[src/rtl/xm_pkg.sv]
package xm_pkg;
    localparam int NCH   = 8;
    localparam int CTL_W = 10;
    localparam int NTICK = 4;

    // control bit positions
    localparam int CB_CLR  = 3;
    localparam int CB_PER  = 6;
    localparam int CB_OWN  = 7;
    localparam int CB_HALT = 8;
    localparam int CB_SNAP = 9;

    typedef enum logic {CH_ARMED, CH_SPENT} ch_state_e;

    // index of the counter a channel shares when it does not use its own
    function automatic int owner_of(input int k);
        if (k < 4) return 0;
        else if (k < 6) return 4;
        else return 6;
    endfunction
endpackage

[src/rtl/xm_counter.sv]
module xm_counter
    import xm_pkg::*;
#(
    parameter int CNT_W    = 32,
    parameter bit IS_OWNER = 1'b0
) (
    input  logic             clk,
    input  logic             rst_n,
    input  logic [2:0]       sel_i,
    input  logic             own_i,
    input  logic             halt_i,
    input  logic [NTICK-1:0] tick_i,
    input  logic             load_i,
    input  logic [CNT_W-1:0] load_val_i,
    input  logic             clr_i,
    output logic [CNT_W-1:0] cnt_o,
    output logic [CNT_W-1:0] nxt_o,
    output logic             step_o
);
    logic src_tick;

    always_comb begin
        unique case (sel_i)
            3'd1:    src_tick = tick_i[0];
            3'd2:    src_tick = tick_i[1];
            3'd3:    src_tick = tick_i[2];
            3'd4:    src_tick = tick_i[3];
            default: src_tick = 1'b0;
        endcase
    end

    assign step_o = src_tick && !halt_i && (IS_OWNER || own_i);
    assign nxt_o  = cnt_o + CNT_W'(1);

    always_ff @(posedge clk or negedge rst_n) begin
        if (!rst_n)      cnt_o <= '0;
        else if (load_i) cnt_o <= load_val_i;
        else if (clr_i)  cnt_o <= '0;
        else if (step_o) cnt_o <= nxt_o;
    end

    // an undisturbed step moves the count by exactly one, wrapping
    assert_count_step_R11: assert property (@(posedge clk) disable iff (!rst_n)
        (step_o && !load_i && !clr_i) |=> (cnt_o == $past(cnt_o) + CNT_W'(1)));

    // with no step, load or clear the count holds
    assert_count_hold_R2: assert property (@(posedge clk) disable iff (!rst_n)
        (!step_o && !load_i && !clr_i) |=> $stable(cnt_o));
endmodule

[src/rtl/xm_channel.sv]
module xm_channel
    import xm_pkg::*;
#(
    parameter int CNT_W = 32
) (
    input  logic             clk,
    input  logic             rst_n,
    input  logic             periodic_i,
    input  logic             rearm_i,
    input  logic             step_i,
    input  logic [CNT_W-1:0] nxt_i,
    input  logic [CNT_W-1:0] match_i,
    output logic             hit_o
);
    ch_state_e state_q, state_d;

    always_ff @(posedge clk or negedge rst_n) begin
        if (!rst_n) state_q <= CH_ARMED;
        else        state_q <= state_d;
    end

    always_comb begin
        hit_o   = 1'b0;
        state_d = state_q;
        unique case (state_q)
            CH_ARMED: begin
                hit_o = step_i && (nxt_i == match_i);
                if (rearm_i)                  state_d = CH_ARMED;
                else if (hit_o && !periodic_i) state_d = CH_SPENT;
            end
            CH_SPENT: begin
                if (rearm_i) state_d = CH_ARMED;
            end
            default: state_d = CH_ARMED;
        endcase
    end

    // a one-shot channel never matches in two successive cycles without a rearm
    assert_one_shot_R7: assert property (@(posedge clk) disable iff (!rst_n)
        (hit_o && !periodic_i && !rearm_i) |=> !hit_o);

    // a register write always leaves the channel able to match
    assert_rearm_R7: assert property (@(posedge clk) disable iff (!rst_n)
        rearm_i |=> (state_q == CH_ARMED));
endmodule

[src/rtl/xmatch_timer.sv]
module xmatch_timer
    import xm_pkg::*;
#(
    parameter int CNT_W  = 32,
    parameter int ADDR_W = 8
) (
    input  logic              clk,
    input  logic              rst_n,
    input  logic [NTICK-1:0]  tick_i,
    input  logic              wr_en_i,
    input  logic              rd_en_i,
    input  logic [ADDR_W-1:0] addr_i,
    input  logic [CNT_W-1:0]  wdata_i,
    output logic [CNT_W-1:0]  rdata_o,
    output logic              irq_o
);
    localparam logic [2:0]        RG_CNT = 3'b010;
    localparam logic [2:0]        RG_MAT = 3'b100;
    localparam logic [2:0]        RG_CTL = 3'b110;
    localparam logic [ADDR_W-1:0] A_STAT = ADDR_W'(8'h14);
    localparam logic [ADDR_W-1:0] A_IE   = ADDR_W'(8'h1C);
    localparam logic [ADDR_W-1:0] A_SNAP = ADDR_W'(8'h20);

    logic [CTL_W-1:0] ctl_q   [NCH];
    logic [CNT_W-1:0] match_q [NCH];
    logic [CNT_W-1:0] cnt     [NCH];
    logic [CNT_W-1:0] nxt     [NCH];
    logic [CNT_W-1:0] nxt_sel [NCH];
    logic [NCH-1:0]   step, step_sel, hit, clr, load, rearm;
    logic [NCH-1:0]   ie_q, st_q;
    logic [CNT_W-1:0] snap_q, rd_val;

    logic       aligned, st_wr, snap_take;
    logic [2:0] region, ri;

    assign aligned = (addr_i[1:0] == 2'b00);
    assign region  = addr_i[7:5];
    assign ri      = addr_i[4:2];
    assign st_wr   = wr_en_i && aligned && (addr_i == A_STAT);

    genvar k;
    generate
        for (k = 0; k < NCH; k++) begin : g_ch
            localparam int                OWN  = owner_of(k);
            localparam logic [CTL_W-1:0]  MASK = (k >= 4) ? CTL_W'(10'h3FF) : CTL_W'(10'h0FF);
            logic ctl_wr, mat_wr;

            assign ctl_wr   = wr_en_i && aligned && (region == RG_CTL) && (ri == 3'(k));
            assign mat_wr   = wr_en_i && aligned && (region == RG_MAT) && (ri == 3'(k));
            assign load[k]  = wr_en_i && aligned && (region == RG_CNT) && (ri == 3'(k));
            assign rearm[k] = ctl_wr || mat_wr;

            always_ff @(posedge clk or negedge rst_n) begin
                if (!rst_n) begin
                    ctl_q[k]   <= '0;
                    match_q[k] <= '0;
                end else begin
                    if (ctl_wr) ctl_q[k]   <= wdata_i[CTL_W-1:0] & MASK;
                    if (mat_wr) match_q[k] <= wdata_i;
                end
            end

            xm_counter #(.CNT_W(CNT_W), .IS_OWNER(OWN == k)) u_cnt (
                .clk        (clk),
                .rst_n      (rst_n),
                .sel_i      (ctl_q[k][2:0]),
                .own_i      (ctl_q[k][CB_OWN]),
                .halt_i     (ctl_q[k][CB_HALT]),
                .tick_i     (tick_i),
                .load_i     (load[k]),
                .load_val_i (wdata_i),
                .clr_i      (clr[k]),
                .cnt_o      (cnt[k]),
                .nxt_o      (nxt[k]),
                .step_o     (step[k])
            );

            assign step_sel[k] = ctl_q[k][CB_OWN] ? step[k] : step[OWN];
            assign nxt_sel[k]  = ctl_q[k][CB_OWN] ? nxt[k]  : nxt[OWN];

            xm_channel #(.CNT_W(CNT_W)) u_chan (
                .clk        (clk),
                .rst_n      (rst_n),
                .periodic_i (ctl_q[k][CB_PER]),
                .rearm_i    (rearm[k]),
                .step_i     (step_sel[k]),
                .nxt_i      (nxt_sel[k]),
                .match_i    (match_q[k]),
                .hit_o      (hit[k])
            );
        end
    endgenerate

    // zero the compared counter of any clearing channel that matched
    always_comb begin
        clr = '0;
        for (int j = 0; j < NCH; j++) begin
            if (hit[j] && ctl_q[j][CB_CLR]) begin
                if (ctl_q[j][CB_OWN]) clr[j] = 1'b1;
                else                  clr[owner_of(j)] = 1'b1;
            end
        end
    end

    assign snap_take = rd_en_i && aligned && (region == RG_CNT) &&
                       ((ri == 3'd5) || (ri == 3'd7)) && ctl_q[ri][CB_SNAP];

    always_comb begin
        rd_val = '0;
        if (aligned) begin
            unique case (region)
                RG_CNT:  rd_val = cnt[ri];
                RG_MAT:  rd_val = match_q[ri];
                RG_CTL:  rd_val = CNT_W'(ctl_q[ri]);
                default: begin
                    if (addr_i == A_STAT)      rd_val = CNT_W'({st_q, 4'b0000});
                    else if (addr_i == A_IE)   rd_val = CNT_W'({ie_q, 4'b0000});
                    else if (addr_i == A_SNAP) rd_val = snap_q;
                end
            endcase
        end
    end

    always_ff @(posedge clk or negedge rst_n) begin
        if (!rst_n) begin
            ie_q    <= '0;
            st_q    <= '0;
            snap_q  <= '0;
            rdata_o <= '0;
        end else begin
            if (wr_en_i && aligned && (addr_i == A_IE)) ie_q <= wdata_i[11:4];
            st_q <= (st_q & ~(st_wr ? wdata_i[11:4] : '0)) | (hit & ie_q);
            if (snap_take) snap_q <= cnt[3'(ri - 3'd1)];
            if (rd_en_i) rdata_o <= rd_val;
        end
    end

    assign irq_o = |st_q;

    // a status bit only appears for a channel whose enable was set
    assert_status_enabled_R9: assert property (@(posedge clk) disable iff (!rst_n)
        1'b1 |=> ((st_q & ~$past(st_q) & ~$past(ie_q)) == '0));

    // the interrupt drops only after a status write
    assert_irq_drop_R10: assert property (@(posedge clk) disable iff (!rst_n)
        $fell(irq_o) |-> $past(st_wr));

    // the snapshot changes only after a capturing read
    assert_snap_only_R8: assert property (@(posedge clk) disable iff (!rst_n)
        !$stable(snap_q) |-> $past(snap_take));

    // channels 4..7 never hold the upper control bits
    assert_ctl_mask_R5: assert property (@(posedge clk) disable iff (!rst_n)
        (ctl_q[0][9:8] == 2'b00) && (ctl_q[1][9:8] == 2'b00) &&
        (ctl_q[2][9:8] == 2'b00) && (ctl_q[3][9:8] == 2'b00));
endmodule

[config.mk]
export PLATFORM = sky130hd
export DESIGN_NAME = xmatch_timer
export DESIGN_NICKNAME = d
export VERILOG_FILES = /design/src/rtl/xm_pkg.sv /design/src/rtl/xm_counter.sv /design/src/rtl/xm_channel.sv /design/src/rtl/xmatch_timer.sv
export SDC_FILE = /design/constraint.sdc
export NUM_CORES = 2
export LEC_CHECK = 0
export BUFFER_PORTS_ARGS = -buffer_cell sky130_fd_sc_hd__buf_4
export CAP_MARGIN = 0
export CORE_MARGIN = 2
export CORE_UTILIZATION = 45
export DETAILED_ROUTE_END_ITERATION = 6
export PLACE_DENSITY_LB_ADDON = 0.1
export SLEW_MARGIN = 15
export SYNTH_ARGS = -nofsm -noshare
export SYNTH_HDL_FRONTEND = slang
export SYNTH_SLANG_ARGS = --single-unit
[constraint.sdc]
create_clock -name clk -period 6.9 [get_ports clk]
set_clock_uncertainty 0.2 [all_clocks]
set_input_delay 0.345 -clock clk [delete_from_list [all_inputs] [get_ports clk]]
set_output_delay 0.345 -clock clk [all_outputs]
set_load 0.05 [all_outputs]
== After elaboration in Yosys (flattened, before gate mapping) ==
Cells that the tools add are included.
W data, S select, Z words.
Storage, ports and cells
  bits in registers: 672
  output and inout port bits: 33
  word-level logic and storage cells: 406
Operators by class
  $add $sub $neg: 9
  $lt $le $gt $ge: 18
  equality and inequality tests: 53
  multiplexer cells: 162
  bitwise gates (word level): 21
  reduce and logical (&&, ||, !) cells: 107
Operator list (count)
  $mux W32: 55
  $bmux W32 S3: 3
  $add A32 B1 Y32 const B: 8
  $eq A32 B32 Y1: 8
  $ge A32 B1 Y1 const B: 8
  $lt A32 B5 Y1 const B: 8
  $pmux W32 S3: 1
  $logic_and A1 B1 Y1: 75
  $mux W8: 9
  $or A8 B8 Y8: 8
  $eq A3 B2 Y1 const B: 19
  $mux W1: 55
  $eq A3 B3 Y1 const B: 14
  $pmux W1 S4: 8
  $bmux W10 S3: 1
  $eq A3 B1 Y1 const B: 9
  $demux W1 S3: 8
  $reduce_bool A3 Y1: 8
  $mux W10: 2
  $and A8 B8 Y8: 2
  $eq A8 B5 Y1 const B: 2
  $pmux W1 S2: 8
  $mux W7: 2
  $logic_not A1 Y1: 12
  15 further kinds: 37

== Longest topological paths before layout ==
  word-level depth: 35
  depth in mapped cells: 17
  mapped depth without buffers: 11

== Modules after synthesis ==
A second synthesis with hierarchy kept.
Second synthesis, totals
  cells, all modules: 4572
  area, all modules: 47931.0 sq um
Modules (own cells, without submodules)
  xmatch_timer: times used 1, cells each 1750, area an instance 24350.9 sq um, sequential area each 10209.8 sq um
  xm_counter at g_ch[1].u_cnt ...: times used 4, cells each 299, area an instance 2481.1 sq um, sequential area each 800.8 sq um
  xm_counter at g_ch[0].u_cnt ...: times used 3, cells each 298, area an instance 2563.7 sq um, sequential area each 800.8 sq um
  xm_channel: times used 8, cells each 51, area an instance 419.2 sq um, sequential area each 25.0 sq um
  xm_counter at g_ch[7].u_cnt: times used 1, cells each 324, area an instance 2611.3 sq um, sequential area each 800.8 sq um

== Worst setup path before layout ==
No wires, ideal clock.
  path kind: input to register
  start: input port addr_i[2]
  end: register snap_q[1]
  library setup time: 147 ps
  data arrival time: 4814 ps
  required time: 6553 ps
  path slack: 1739 ps
  stages on the path: 14
  cells stage by stage: clkbuf_1 buf_1 clkbuf_1 buf_1 clkbuf_1 buf_1 inv_1 ha_1 clkbuf_1 buf_1 clkbuf_1 mux4_2 mux2i_1 o21ai_0
On the way
  word-level cells in the longest chain between the ends: 5
RTL lines
  start: declaration: RTL line xmatch_timer.sv:12  | input logic [ADDR_W-1:0] addr_i,
  $sub A3 B1 Y3 or $not A3 Y4 (tied branches): RTL line xmatch_timer.sv:133, xmatch_timer.sv:106
  $not A3 Y4 (not written as such) or $bmux W10 S3 (tied branches): RTL line xmatch_timer.sv:133, xmatch_timer.sv:106
  $bmux W32 S3 or $mux W10 (tied branches): RTL line xmatch_timer.sv:133, xmatch_timer.sv:106
  $mux W32 (not written as such) or $mux W10 (tied branches): RTL line xmatch_timer.sv:133, xmatch_timer.sv:106
  $mux W32 (not written as such) or $logic_and A1 B1 Y1 (tied branches): RTL line xmatch_timer.sv:133, xmatch_timer.sv:106
  end signal: assignment: RTL line xmatch_timer.sv:133  | if (snap_take) snap_q <= cnt[3'(ri - 3'd1)];
  end: declaration: RTL line xmatch_timer.sv:31  | logic [CNT_W-1:0] snap_q, rd_val;
Parallel ways exist; a longest one is shown, timed or not. The select of a mux whose other input is x is not followed.
A chain may end at the register's enable or synchronous reset.

== Worst setup path after layout ==
  start: register g_ch[0].u_cnt.cnt_o[7]
  end: register g_ch[0].u_cnt.cnt_o[2]
On the way
  word-level cells in the longest chain between the ends: 29
RTL lines
  start: declaration: RTL line xm_counter.sv:16  | output logic [CNT_W-1:0] cnt_o,
  start signal: assignment: RTL line xm_counter.sv:37  | else if (load_i) cnt_o <= load_val_i;
  start signal: assignment: RTL line xm_counter.sv:39  | else if (step_o) cnt_o <= nxt_o;
  $add A32 B1 Y32 (*): RTL line xm_counter.sv:33  | assign nxt_o = cnt_o + CNT_W'(1);
  $eq A32 B32 Y1: RTL line xm_channel.sv:27  | hit_o = step_i && (nxt_i == match_i);
  $logic_and A1 B1 Y1: RTL line xm_channel.sv:27
  $mux W1: RTL line xm_channel.sv:25  | unique case (state_q)
  $logic_and A1 B1 Y1: RTL line xmatch_timer.sv:98  | if (hit[j] && ctl_q[j][CB_CLR]) begin
  $mux W8: RTL line xmatch_timer.sv:98
  $or A8 B8 Y8 (no source line)
  $mux W1: RTL line xmatch_timer.sv:99  | if (ctl_q[j][CB_OWN]) clr[j] = 1'b1;
  [... 13 more ...]
  $or A8 B8 Y8 (no source line)
  $mux W6: RTL line xmatch_timer.sv:99
  $mux W8 (*): RTL line xmatch_timer.sv:98
  $or A8 B8 Y8 (no source line)
  $mux W7: RTL line xmatch_timer.sv:99
  $mux W8 (*): RTL line xmatch_timer.sv:98
  $mux W32: RTL line xm_counter.sv:38  | else if (clr_i) cnt_o <= '0;
  $mux W32: RTL line xm_counter.sv:37
Mark *: on every way between the ends. The rest lies on a longest branch, timed or not.

==> flow_summary.ini <==
[logic_synthesis]
syn_avg_cell_area_um2 = 9.04
postSynthRegisterBits = 672
synthArstFlopShare = 1.00
fraction_of_post_synthesis_cell_area_in_the_top_cell_type_by_area = 0.304
synth_area_leaders = sky130_fd_sc_hd__dfrtp_1 (30%), sky130_fd_sc_hd__mux4_2 (8.7%), sky130_fd_sc_hd__mux2_2 (6.8%), sky130_fd_sc_hd__xnor2_1 (4.2%), sky130_fd_sc_hd__a21oi_1 (4.0%)
post_synth_inst_count = 6119
netlist_area_mm2 = 0.0553
syn-num-nets = 6180
ys_warn_count = 0
netlist.top_cell.by_area = sky130_fd_sc_hd__dfrtp_1
synth_seq_area_share = 0.304
synth-edff-count = 0
synth_flop_cell = sky130_fd_sc_hd__dfrtp_1
netlist-cell-type-count = 104

[clock_network]
cts_tree = built
clock-sinks = 672
clkLatencyLatePin_ps = 750
cts_resized = 0
clk_root_buffer_cell = sky130_fd_sc_hd__clkbuf_16
clkTransAtPathRegs_ps = 60
cts_made_buffers = 85
htree_num_levels = 3
cts.path.max_buffers = 3

[place]
place_hpwl_um = 213000
place_congestion = 1.07
port-buffer-count = 80
detailedPlace.worstSlack_ps = 1020

[timing]
setup_viol = 0
hold_viol = 0
rsz_0062_raised_after_global_routing = no
finalWorstSetupSlack_ps = 477
timing.slew.headroom = 0.0597
post-route-min-period_ps = 6420
worst_slew_pin_slew_ps = 1400
final.setup.tns_ps = 0
maxClockFrequency_mhz = 156
layout_worst_path_cycle_share = 0.931
maxSlewViolCount = 0

[critical_path]
endpoint_kind_of_the_worst_setup_timing_path = flip-flop
worstSetupPathType = reg -> reg
critPathTopFamily = simple AND/OR/NAND/NOR gates
cp_slowest_cell = sky130_fd_sc_hd__dfrtp_1
rr_endpoint = g_ch[0].u_cnt.cnt_o[2]
worst_r2r_startpoint = g_ch[0].u_cnt.cnt_o[7]
worst_ep_arrival_time_ps = 6800
critical_path_cell_count = 10
critical_path.n_buffers_inverters = 0
timing.critical_path.from_type = flip-flop
maximum_fanout_along_the_worst_path = 20
r2r_setup_slack_ps = 480
cp_data_required_time_ps = 7280
crit_path_start = g_ch[0].u_cnt.cnt_o[7]
worstPathCellList = nand4_2 > or4_1 > nor2_1 > xnor2_1 > o211ai_1 > nor4_1 > nand4_1 > o21ai_0 > a2111o_1 > o21ai_1
reg2regPathDepth = 10
worst_path_largest_cell_delay_ps = 900

[final_layout]
layout.cells.most_common_list = sky130_fd_sc_hd__dfrtp_1 (668), sky130_fd_sc_hd__nand2_1 (442), sky130_fd_sc_hd__a21oi_1 (434)
final_layout_size_suffix_gt1_frac = 0.182
nets = 5883
sequential_cell_area_mm2 = 0.0168
layout-area-overhead-vs-synth_pct = 8.65
final_common_cell = sky130_fd_sc_hd__dfrtp_1
num-fill-cells = 11400
multi_input_comb_area_mm2 = 0.0357

[drt]
drc_errors = 0
drt-initial-drc-count = 9093
via_count = 54300
detail_route.vias_per_cell = 7.22
antenna_violating_nets_post_route = 0
routedWlPerCell_um = 37.5
drtPass1Iterations = 7
routed_wl_um = 282000

[power_and_ir_drop]
ir_worst_vdd_v = 0.000228
cellPowerDensity_mw_per_mm2 = 221
cellLeakagePower_nw = 23.6

[flow_run]
max-cap-violations = 0

[global_route]
track_usage = 0.437
grt_pass1_wl_um = 391000
grt_max_degree = 144
grt.overflow.total = 0
vias_in_the_first_global_route = 48900
initial_antenna_violation_count = 16

[die]
core_area_mm2 = 0.122
die_height_um = 355
ioPinCount = 81
die_width_um = 355
initial_core_util = 0.454
core.rowCount = 128
dieArea_mm2 = 0.126

[outcome]
outcome = finished clean

[min_path]
worstHoldPathType = in -> async
[per-stage QoR]
stage	power (mW)	hold slack [ps]	utilization	cell area [µm²]	instances
global route	13.6	72.6	0.493	60100	7518
CTS	13.1	9.74	0.493	60100	7513
finish	13.3	2.36	0.493	60100	7522
floorplan	6.75	-151	-	55300	6119
detailed placement	8.24	205	0.465	56700	7321
global placement	8.22	196	0.465	56700	7321
[worst max-delay path by stage]
stage                                    to  slack (ps)
detailed placement   g_ch[0].u_cnt.cnt_o[0]        1020
global route         g_ch[0].u_cnt.cnt_o[2]         500
floorplan                         snap_q[1]        1740
finish               g_ch[0].u_cnt.cnt_o[2]         480
CTS                  g_ch[0].u_cnt.cnt_o[2]         960
global placement    g_ch[2].u_cnt.cnt_o[19]        1110
[timing repair]
action / in CTS / in global routing
hold endpoints to repair: 470 / 0
hold buffers: 39 / 0
setup buffers: 0 / 0
endpoints found under the setup margin: 0 / 0
[area by class of cell]
cell class / instances / area share
diodes: 9 / 0.000375
clock buffers: 118 / 0.0406
clock inverters: 35 / 0.00841
inverters: 113 / 0.00706
multi-input cells: 4685 / 0.594
flip-flops and latches: 672 / 0.280
well taps: 1625 / 0.0338
repair buffers: 265 / 0.0361
[synthesized netlist by cell type, drive strengths merged (90+ instances only)]
cell and count:
and3 90, nand2 449, a21oi 437, inv 113, dfrtp 672, o21ai 290
nor4 116, nand3 238, mux4 214, nor2 345, nor3 208, mux2 334
clkbuf 468, xnor2 266, nand4 164, a31oi 115, buf 181, mux2i 136
xor2 133
[power by group]
part / leakage (nW) / switching, mW / total, mW / internal (mW)
Sequential: 8.43 / 0.621 / 4.77 / 4.15
Clock: 1.44 / 2.07 / 4.87 / 2.80
Combinational: 13.7 / 2.35 / 3.66 / 1.30
Total: 23.6 / 5.05 / 13.3 / 8.25
[registers in the layout, summed over array words and instances, names as in the netlist]
signal,flops
st_q,8
g_ch.u_chan.state_q,8
g_ch.u_cnt.cnt_o,256
ctl_q,72
snap_q,32
rdata_o,32
match_q,256
ie_q,8
[logic make-up (layout without fill, tap and decap cells)]
| family | count (synthesis) | after routing | share of synthesized area |
|---|---|---|---|
| compound gates | 1501 | 1501 | 0.179 |
| xor+xnor | 431 | 431 | 0.0763 |
| fa+ha+maj | 13 | 13 | 0.00294 |
| buf+inv | 762 | 531 | 0.0557 |
| flops | 672 | 672 | 0.304 |
| mux | 684 | 684 | 0.180 |
| other cells | 0 | 9 | 0 |
| simple gates | 2056 | 2056 | 0.202 |
[layer usage]
metal | GRT usage | vias to the layer above | share of wire
met4 | 0.188 | 18 | 0.052
met1 | 0.613 | 27300 | 0.41
met2 | 0.579 | 3879 | 0.39
met3 | 0.187 | 615 | 0.15
li1 | - | 22500 | -
met5 | 0.0106 | - | 0.0010
[worst register-to-register path, stage by stage (launching register included)]
cell,delay (ps)
sky130_fd_sc_hd__dfrtp_1,900
sky130_fd_sc_hd__nand4_2,780
sky130_fd_sc_hd__or4_1,800
sky130_fd_sc_hd__nor2_1,870
sky130_fd_sc_hd__xnor2_1,340
sky130_fd_sc_hd__o211ai_1,130
sky130_fd_sc_hd__nor4_1,540
sky130_fd_sc_hd__nand4_1,630
sky130_fd_sc_hd__o21ai_0,450
sky130_fd_sc_hd__a2111o_1,480
sky130_fd_sc_hd__o21ai_1,140
No activity file was read; power rests on OpenSTA's default activity.
